`src/rtl/lsic_pkg.sv`:
```
package lsic_pkg;

  typedef enum logic [1:0] {
    OP_ALU   = 2'b00,
    OP_LOAD  = 2'b01,
    OP_STORE = 2'b10,
    OP_RSVD  = 2'b11
  } op_kind_e;

  // Instruction needs the external data port.
  function automatic logic op_is_mem(op_kind_e k);
    return (k == OP_LOAD) || (k == OP_STORE);
  endfunction

  // Second source operand is architecturally read.
  function automatic logic op_reads_b(op_kind_e k);
    return k != OP_LOAD;
  endfunction

  // Destination register is written by this instruction.
  function automatic logic op_writes_dst(op_kind_e k);
    return k != OP_STORE;
  endfunction

  // Port transaction produces a register writeback on completion.
  function automatic logic op_fills_reg(op_kind_e k);
    return k == OP_LOAD;
  endfunction

endpackage

```
`src/rtl/lsic_scoreboard.sv`:
```
module lsic_scoreboard #(
  parameter int NUM_REGS = 16,
  localparam int REG_W = $clog2(NUM_REGS)
) (
  input  logic                clk,
  input  logic                rst,
  input  logic                set_en,
  input  logic [REG_W-1:0]    set_idx,
  input  logic                clr_en,
  input  logic [REG_W-1:0]    clr_idx,
  output logic [NUM_REGS-1:0] pend_vec
);

  for (genvar g = 0; g < NUM_REGS; g++) begin : g_bit
    logic hit_set;
    logic hit_clr;
    assign hit_set = set_en && (set_idx == REG_W'(g));
    assign hit_clr = clr_en && (clr_idx == REG_W'(g));

    always_ff @(posedge clk) begin
      if (rst)          pend_vec[g] <= 1'b0;
      else if (hit_set) pend_vec[g] <= 1'b1;
      else if (hit_clr) pend_vec[g] <= 1'b0;
    end
  end


  single_pending_chk: assert property (@(posedge clk) disable iff (rst)
    $countones(pend_vec) <= 1);


  set_visible_chk: assert property (@(posedge clk) disable iff (rst)
    set_en |=> pend_vec[$past(set_idx)]);

endmodule

```
`src/rtl/lsic_port_track.sv`:
```
module lsic_port_track #(
  parameter int NUM_REGS = 16,
  localparam int REG_W = $clog2(NUM_REGS)
) (
  input  logic             clk,
  input  logic             rst,
  input  logic             start,
  input  logic             start_fill,
  input  logic [REG_W-1:0] start_tag,
  input  logic             mem_done,
  output logic             busy_q,
  output logic             wb_valid,
  output logic [REG_W-1:0] wb_reg
);

  logic             fill_q;
  logic [REG_W-1:0] tag_q;
  logic             finish;

  assign finish = mem_done && busy_q;

  always_ff @(posedge clk) begin
    if (rst) begin
      busy_q <= 1'b0;
      fill_q <= 1'b0;
      tag_q  <= '0;
    end else if (start) begin
      busy_q <= 1'b1;
      fill_q <= start_fill;
      tag_q  <= start_tag;
    end else if (finish) begin
      busy_q <= 1'b0;
      fill_q <= 1'b0;
    end
  end

  assign wb_valid = finish && fill_q;
  assign wb_reg   = wb_valid ? tag_q : '0;


  start_while_busy_chk: assert property (@(posedge clk) disable iff (rst)
    start |-> !busy_q);


  busy_after_start_chk: assert property (@(posedge clk) disable iff (rst)
    start |=> busy_q);


  done_without_access_chk: assert property (@(posedge clk) disable iff (rst)
    mem_done |-> busy_q);


  free_after_done_chk: assert property (@(posedge clk) disable iff (rst)
    (mem_done && !start) |=> !busy_q);

endmodule

```
`src/rtl/lsic_hazard.sv`:
```
module lsic_hazard
  import lsic_pkg::*;
#(
  parameter int NUM_REGS = 16,
  localparam int REG_W = $clog2(NUM_REGS)
) (
  input  logic                instr_valid,
  input  op_kind_e            op,
  input  logic [REG_W-1:0]    dst,
  input  logic [REG_W-1:0]    src_a,
  input  logic [REG_W-1:0]    src_b,
  input  logic [NUM_REGS-1:0] pend_vec,
  input  logic                port_busy,
  output logic                raw_hit,
  output logic                waw_hit,
  output logic                port_conflict,
  output logic                stall,
  output logic                issue
);

  logic hit_a;
  logic hit_b;

  assign hit_a         = pend_vec[src_a];
  assign hit_b         = op_reads_b(op) && pend_vec[src_b];
  assign raw_hit       = hit_a || hit_b;
  assign waw_hit       = op_writes_dst(op) && pend_vec[dst];
  assign port_conflict = op_is_mem(op) && port_busy;

  assign stall = instr_valid && (raw_hit || waw_hit || port_conflict);
  assign issue = instr_valid && !stall;

endmodule

```
`src/rtl/ldst_issue_ctrl.sv`:
```
module ldst_issue_ctrl
  import lsic_pkg::*;
#(
  parameter int NUM_REGS = 16,
  localparam int REG_W = $clog2(NUM_REGS)
) (
  input  logic             clk,
  input  logic             rst,
  input  logic             instr_valid,
  input  logic [1:0]       instr_op,
  input  logic [REG_W-1:0] instr_dst,
  input  logic [REG_W-1:0] instr_src_a,
  input  logic [REG_W-1:0] instr_src_b,
  output logic             stall,
  output logic             mem_start,
  output logic             mem_write,
  output logic [REG_W-1:0] mem_tag,
  input  logic             mem_done,
  output logic             wb_valid,
  output logic [REG_W-1:0] wb_reg
);

  op_kind_e            op;
  logic [NUM_REGS-1:0] pend_vec;
  logic                port_busy;
  logic                raw_hit;
  logic                waw_hit;
  logic                port_conflict;
  logic                issue;
  logic                load_issue;

  assign op = op_kind_e'(instr_op);

  lsic_hazard #(.NUM_REGS(NUM_REGS)) u_hazard (
    .instr_valid   (instr_valid),
    .op            (op),
    .dst           (instr_dst),
    .src_a         (instr_src_a),
    .src_b         (instr_src_b),
    .pend_vec      (pend_vec),
    .port_busy     (port_busy),
    .raw_hit       (raw_hit),
    .waw_hit       (waw_hit),
    .port_conflict (port_conflict),
    .stall         (stall),
    .issue         (issue)
  );

  assign mem_start  = issue && op_is_mem(op);
  assign load_issue = mem_start && op_fills_reg(op);
  assign mem_write  = mem_start && (op == OP_STORE);
  assign mem_tag    = mem_start ? instr_dst : '0;

  lsic_port_track #(.NUM_REGS(NUM_REGS)) u_port (
    .clk        (clk),
    .rst        (rst),
    .start      (mem_start),
    .start_fill (load_issue),
    .start_tag  (instr_dst),
    .mem_done   (mem_done),
    .busy_q     (port_busy),
    .wb_valid   (wb_valid),
    .wb_reg     (wb_reg)
  );

  lsic_scoreboard #(.NUM_REGS(NUM_REGS)) u_sb (
    .clk      (clk),
    .rst      (rst),
    .set_en   (load_issue),
    .set_idx  (instr_dst),
    .clr_en   (wb_valid),
    .clr_idx  (wb_reg),
    .pend_vec (pend_vec)
  );


  raw_stall_chk: assert property (@(posedge clk) disable iff (rst)
    (instr_valid && op == OP_ALU && pend_vec[instr_src_a]) |-> stall);


  waw_stall_chk: assert property (@(posedge clk) disable iff (rst)
    (instr_valid && op == OP_ALU && pend_vec[instr_dst]) |-> stall);


  idle_no_stall_chk: assert property (@(posedge clk) disable iff (rst)
    !instr_valid |-> (!stall && !mem_start));


  wb_clears_chk: assert property (@(posedge clk) disable iff (rst)
    wb_valid |=> !pend_vec[$past(wb_reg)]);


  store_leaves_nothing_chk: assert property (@(posedge clk) disable iff (rst)
    (mem_start && mem_write) |=> (pend_vec == '0));

endmodule

```
`config.mk`:
```
export PLATFORM = sky130hd
export DESIGN_NAME = ldst_issue_ctrl
export DESIGN_NICKNAME = d
export VERILOG_FILES = /design/src/rtl/lsic_pkg.sv /design/src/rtl/lsic_scoreboard.sv /design/src/rtl/lsic_port_track.sv /design/src/rtl/lsic_hazard.sv /design/src/rtl/ldst_issue_ctrl.sv
export SDC_FILE = /design/constraint.sdc
export NUM_CORES = 1
export LEC_CHECK = 0
export BUFFER_PORTS_ARGS = -buffer_cell sky130_fd_sc_hd__buf_2
export CORE_MARGIN = 2
export CORE_UTILIZATION = 55
export DETAILED_ROUTE_END_ITERATION = 6
export GPL_TIMING_DRIVEN = 0
export PLACE_DENSITY = 0.9
export SYNTH_ARGS = -nofsm -noshare
export SYNTH_HDL_FRONTEND = slang
export SYNTH_SLANG_ARGS = --single-unit
export TNS_END_PERCENT = 100
```
`constraint.sdc`:
```
create_clock -name clk -period 3.4 [get_ports clk]
set_clock_uncertainty 0.1 [all_clocks]
set_input_delay 0.51 -clock clk [delete_from_list [all_inputs] [get_ports clk]]
set_output_delay 0.51 -clock clk [all_outputs]
set_load 0.02 [all_outputs]
```
==> impl_metrics.toml, run 1 <==
[cts]
clk_latency_ps = 310
cts.sinks = 22
cts_tree = "done"
path_clk_slew_ps = 110
h-tree-depth = 1
hold_buffers = 0
clockBufferDepth = 2
cts_buffers = 3
cts-root-buf = "clkbuf_4"

[drt]
wl_per_cell_um = 17.2
vias_per_cell = 6.26
drt_iter0_markers = 67
dr.pass1.iters = 4
postRouteWirelength_um = 4110
antenna_left = 0
post-route-drc-count = 0
routed-via-count = 1496

[power]
ir_drop_mv = 0.375
seq_power_share_pct = 54.5
leakage_nw = 0.758
power.switching_w = 0.000147
p_int_w = 0.000345
powerDensity_nw_per_um2 = 278
p_sw_share_pct = 29.8
power_frac_comb_pct = 21.0
clkPwrFrac_pct = 24.5

[placed_design]
portBuffers = 27
dpl_cell_area_um2 = 1740
routabilityCongestion = 0.903
hpwl_um = 3210

[grt]
groute.usage.overall_pct = 26.8
first_global_vias = 1417
grtUsageMet1_pct = 37.3
use_met2_pct = 40.9
antenna_found_initial = 0
grt.overflow.total = 0
busiest_layer = "met2"
grt_pass1_wl_um = 6730
grt_max_degree = 12
grt_util_met3_pct = 3.85

[timing]
layout_worst_path_cycle_share_pct = 94.1
hold_slack_ps = 385
fin_crit_ps = 3200
finalMaxSlewViolations = 0
hold_viol_final = 0
rsz0062_at_grt = "false"
setup_tns_ps = 0
slew-limit-headroom_pct = 67.3
worst_slew_pin_slew_ps = 477
max_freq_mhz = 312
setup_violations = 0

[min_path]
worstHoldStart = "mem_done"
hold_path_depth = 3
hold-path-endpoint = "u_port.busy_q"
hold_path_class = "in2reg"

[synth]
synth_warnings = 0
synth_area_um2 = 1570
synth_edf_count = 0
syn-mean-instance-area_um2 = 8.81
synthesis.nets = 198
yosys_most_used_dff = "dfxtp_1"
synth_cells = 178
yosysUniqueCellTypes = 33
synth-seq-cells = 22
yosysSeqAreaShare_pct = 28.1
ys_async_sr_fraction_pct = 0

[layout]
fin_nets = 230
final_common_cell = "buf_2"
drive_gt1_share_pct = 19.2
areaGrowthSynthToFinish_pct = 12.5
diodes = 0
final_area_um2 = 1760
fillCellCount = 242
layout_common_cells = "buf_2 (29), dfxtp_1 (22), nand2_1 (18)"

[outcome]
outcome = "complete, no violations"

[setup_path]
cp.required_ps = 2790
cp.arrival_ps = 2590
cp_max_fo = 10
worstSetupEndpointType = "output port"
critPathLaunchType = "input pin"
reg2reg_to = "u_port.tag_q[2]"
r2r_start = "u_sb.pend_vec[9]"
crit_type = "in2out"
ff2ff_path_depth = 6
r2r_setup_slack_ps = 920

[floorplan]
boundaryPins = 30
coreArea_um2 = 2730
start_util_pct = 57.3
die_area_um2 = 3290
rows = 19
die_w_um = 57.4
die_h_um = 57.4

[flow_run]
maxCapViolations = 0
-- Yosys cell counts, types with 2 or more instances --
cell type / count / area (µm²)
nor2_1: 2 / 7.51
mux4_1: 4 / 105
and3_1: 4 / 25.0
nand2b_1: 3 / 18.8
nand3b_1: 16 / 120
o31ai_1: 16 / 120
and2_1: 4 / 25.0
nor2b_1: 8 / 50.1
nand3_1: 13 / 65.1
a22oi_1: 2 / 15.0
mux2i_1: 13 / 130
a21oi_1: 7 / 35.0
a311oi_1: 2 / 17.5
ha_1: 2 / 25.0
inv_1: 11 / 41.3
dfxtp_1: 22 / 440
buf_2: 2 / 10.0
mux4_2: 2 / 45.0
nand2_1: 18 / 67.6
mux2_2: 2 / 22.5
o21ai_0: 6 / 30.0
o311ai_0: 2 / 17.5
clkbuf_1: 5 / 18.8
or3_1: 2 / 12.5
o211ai_1: 2 / 15.0
-- sequential cells by signal, summed over array words and instances (netlist names) --
register,count
u_sb.pend_vec,16
u_port.fill_q,1
u_port.tag_q,4
u_port.busy_q,1
-- what timing repair did --
action                                  4_1_cts  5_1_grt
endpoints found under the setup margin        0        1
setup buffers                                 0        0
gates resized for setup                       0        1
-- worst max-delay path by stage --
stage / start / to / depth (start not counted)
final: instr_src_a[0] / mem_start / 9
after CTS: instr_src_a[0] / mem_start / 9
after global routing: instr_src_a[0] / mem_start / 9
after detailed placement: instr_src_a[0] / mem_start / 9
after floorplan: instr_src_b[0] / mem_start / 8
after global placement: instr_src_a[0] / mem_start / 9
-- per-stage QoR --
| step | cells | setup WS [ps] | total power, W | utilization, % |
|---|---|---|---|---|
| after global routing | 239 | 38.3 | 0.000512 | 64.5 |
| after global placement | 236 | 233 | 0.000373 | 63.7 |
| final | 239 | 200 | 0.000491 | 64.5 |
| after CTS | 239 | 136 | 0.000492 | 64.5 |
| after floorplan | 178 | 585 | 0.000340 | - |
| after detailed placement | 236 | 141 | 0.000375 | 63.7 |
-- cell type report --
| cell class | count | area, µm² | area share (%) |
|---|---|---|---|
| buffer | 8 | 40.0 | 2.27 |
| clock buffer | 3 | 22.5 | 1.28 |
| inverter | 11 | 41.3 | 2.34 |
| multi-input combinational | 137 | 1050 | 59.3 |
| sequential | 22 | 440 | 25.0 |
| tap | 31 | 38.8 | 2.20 |
| timing repair buffer | 27 | 135 | 7.66 |
-- power by group through the flow --
stage	clock [W]	combinational, W	sequential (W)
floorplan	0	0.0000680	0.000272
global placement	0	0.0000996	0.000273
detailed placement	0	0.000102	0.000274
CTS	0.000122	0.000102	0.000268
global route	0.000130	0.000113	0.000269
finish	0.000120	0.000103	0.000268
-- worst max-delay path, stage by stage --
cell	delay [ps]
buf_2	140
mux4_1	560
mux2i_1	170
mux2i_1	190
nor4b_4	480
nand2_4	160
buf_6	180
inv_1	50
buf_2	150
-- kinds of logic (layout without fill, tap and decap cells) --
logic type	count (synthesis)	count (layout)	synth area share, %
DFF	22	22	28.1
muxes	21	21	19.3
and+or+nand+nor	75	75	28.8
adders and majority gates	2	2	1.60
buffers and inverters	19	49	5.19
AOI/OAI and AO/OA	39	39	17.0
-- layer usage --
| layer | up-vias | routed length, µm |
|---|---|---|
| met1 | 691 | 1820 |
| met3 | 6 | 291 |
| met2 | 64 | 1920 |
| met5 | - | 0 |
| met4 | 0 | 71 |
| li1 | 735 | - |
(Power assumes the default switching activity.)
==> run 2, diff against run 1 <==
==> constraint.sdc (replaced) <==
create_clock -name clk -period 3.4 [get_ports clk]
set_clock_uncertainty 0.1 [all_clocks]
set_input_delay 0.51 -clock clk [delete_from_list [all_inputs] [get_ports clk]]
set_output_delay 0.51 -clock clk [all_outputs]
set_load 0.05 [all_outputs]
==> impl_metrics.toml, run 2 (synthesized netlist as in run 1, its figures left out) <==
[outcome]
outcome = "complete, no violations"

[timing]
hold_viol_final = 0
max_freq_mhz = 310
finalMaxSlewViolations = 0
layout_worst_path_cycle_share_pct = 94.8
worst_slew_pin_slew_ps = 471
slew-limit-headroom_pct = 67.7
setup_violations = 0
fin_crit_ps = 3220

[drt]
post-route-drc-count = 0
postRouteWirelength_um = 4220
routed-via-count = 1517
antenna_left = 0
vias_per_cell = 6.29
drt_iter0_markers = 80
wl_per_cell_um = 17.5
dr.pass1.iters = 4

[power]
ir_drop_mv = 0.390
power_w = 0.000510
leakage_nw = 0.772
powerDensity_nw_per_um2 = 285

[setup_path]
worstSetupEndpointType = "output port"
crit_end = "mem_start"
critPathLaunchType = "flop"
reg2reg_to = "u_port.fill_q"
ff2ff_path_depth = 6
cp_slowest_stage_delay_ps = 470
crit_slowest_cell = "mux4_2"
path_cells = "mux4_2 -> nand2b_1 -> o311ai_1 -> and4_1 -> clkbuf_1 -> nand2_4 -> buf_6 -> inv_1 -> buf_2"
crit_type = "reg2out"
cp.arrival_ps = 2610
r2r_setup_slack_ps = 920
cp_max_fo = 10
critPathTopFamily = "buffers and inverters"
r2r_start = "u_sb.pend_vec[9]"
worstSetupStartpoint = "u_sb.pend_vec[7]"
worst-path-stages = 9
cp.required_ps = 2790
critPathBufInv = 4

[layout]
diodes = 0
regMostFlops = "u_sb.pend_vec"
largest_reg_flops = 16
layout_common_cells = "buf_2 (29), dfxtp_1 (22), nand2_1 (18)"
final_common_cell = "buf_2"
fin_nets = 232
reg_top3 = "u_sb.pend_vec (16), u_port.tag_q (4)"
final_util_pct = 65.5
areaGrowthSynthToFinish_pct = 14.3
drive_gt1_share_pct = 20.0

[cts]
cts_tree = "done"
cts-root-buf = "clkbuf_4"
cts.sinks = 22
cts_buffers = 3
clockBufferDepth = 2
h-tree-depth = 1
clk_latency_ps = 310
hold_buffers = 0
path_clk_slew_ps = 120

[floorplan]
start_util_pct = 57.3
die_h_um = 57.4
boundaryPins = 30
die_area_um2 = 3290
die_w_um = 57.4
rows = 19
coreArea_um2 = 2730

[placed_design]
portBuffers = 27
hpwl_um = 3210
routabilityCongestion = 0.903

[grt]
first_global_vias = 1417
groute.usage.overall_pct = 26.8
grt.overflow.total = 0
grt_pass1_wl_um = 6730
antenna_found_initial = 0
grt_max_degree = 12

[flow_run]
maxCapViolations = 0

[min_path]
hold_path_class = "in2reg"
## run 2: cell count changes in the layout (fill, tap and decap cells not counted)
cell / before / now
buf_12: 0 / 1
buf_4: 0 / 1
## run 2: worst register-to-register path: cells and delay by family, from the launching register on
kind | cells | cell delay [ps]
AOI/OAI and AO/OA | 2 | 280
muxes | 3 | 880
and+or+nand+nor | 1 | 750
DFF | 1 | 360
## run 2: how the worst min path moves through the flow
stage / from / cells after the start / slack (ps) / to
2_1_floorplan: u_port.fill_q / 2 / 360 / u_port.fill_q
3_3_place_gp: u_port.fill_q / 2 / 380 / u_port.fill_q
3_5_place_dp: u_port.fill_q / 2 / 380 / u_port.fill_q
4_1_cts: mem_done / 3 / 380 / u_port.busy_q
5_1_grt: mem_done / 3 / 380 / u_port.busy_q
6_report: mem_done / 3 / 380 / u_port.busy_q
## run 2: timing repair
action / 4_1_cts / 5_1_grt
setup buffers: 0 / 2
gates resized for setup: 0 / 1
setup endpoints to repair: 0 / 1
endpoints found under the hold margin: 0 / 0
## run 2: per-stage QoR
step                      cells  worst slack, ps  instance area (µm²)  hold WS (ps)  setup TNS (ps)
final                       241              177                 1790           384               0
after global routing        241            -1.70                 1790           385           -1.70
after CTS                   239             37.3                 1760           378               0
after detailed placement    236             42.1                 1740           382               0
after global placement      236              134                 1740           375               0
after floorplan             178              415                 1570           364               0
## run 2: cell type report
cell class / count / area (µm²)
Inverter: 11 / 41.3
Fill cell: 236 / 942
Clock buffer: 3 / 22.5
Buffer: 8 / 40.0
Tap cell: 31 / 38.8
Timing Repair Buffer: 29 / 163
Sequential cell: 22 / 440
Multi-Input combinational cell: 137 / 1050
## run 2: routing by layer
metal,part of all wire [%],vias up,GRT usage [%]
li1,-,739,-
met1,45,701,37.3
met2,46,65,40.9
met3,6.7,12,3.85
met4,2.5,0,12.6
met5,0,-,0
## run 2: where the power goes
group          total (W)  internal [W]  switching (W)
Combinational   0.000121     0.0000459      0.0000754
Sequential      0.000268      0.000262     0.00000604
Clock           0.000121     0.0000415      0.0000793
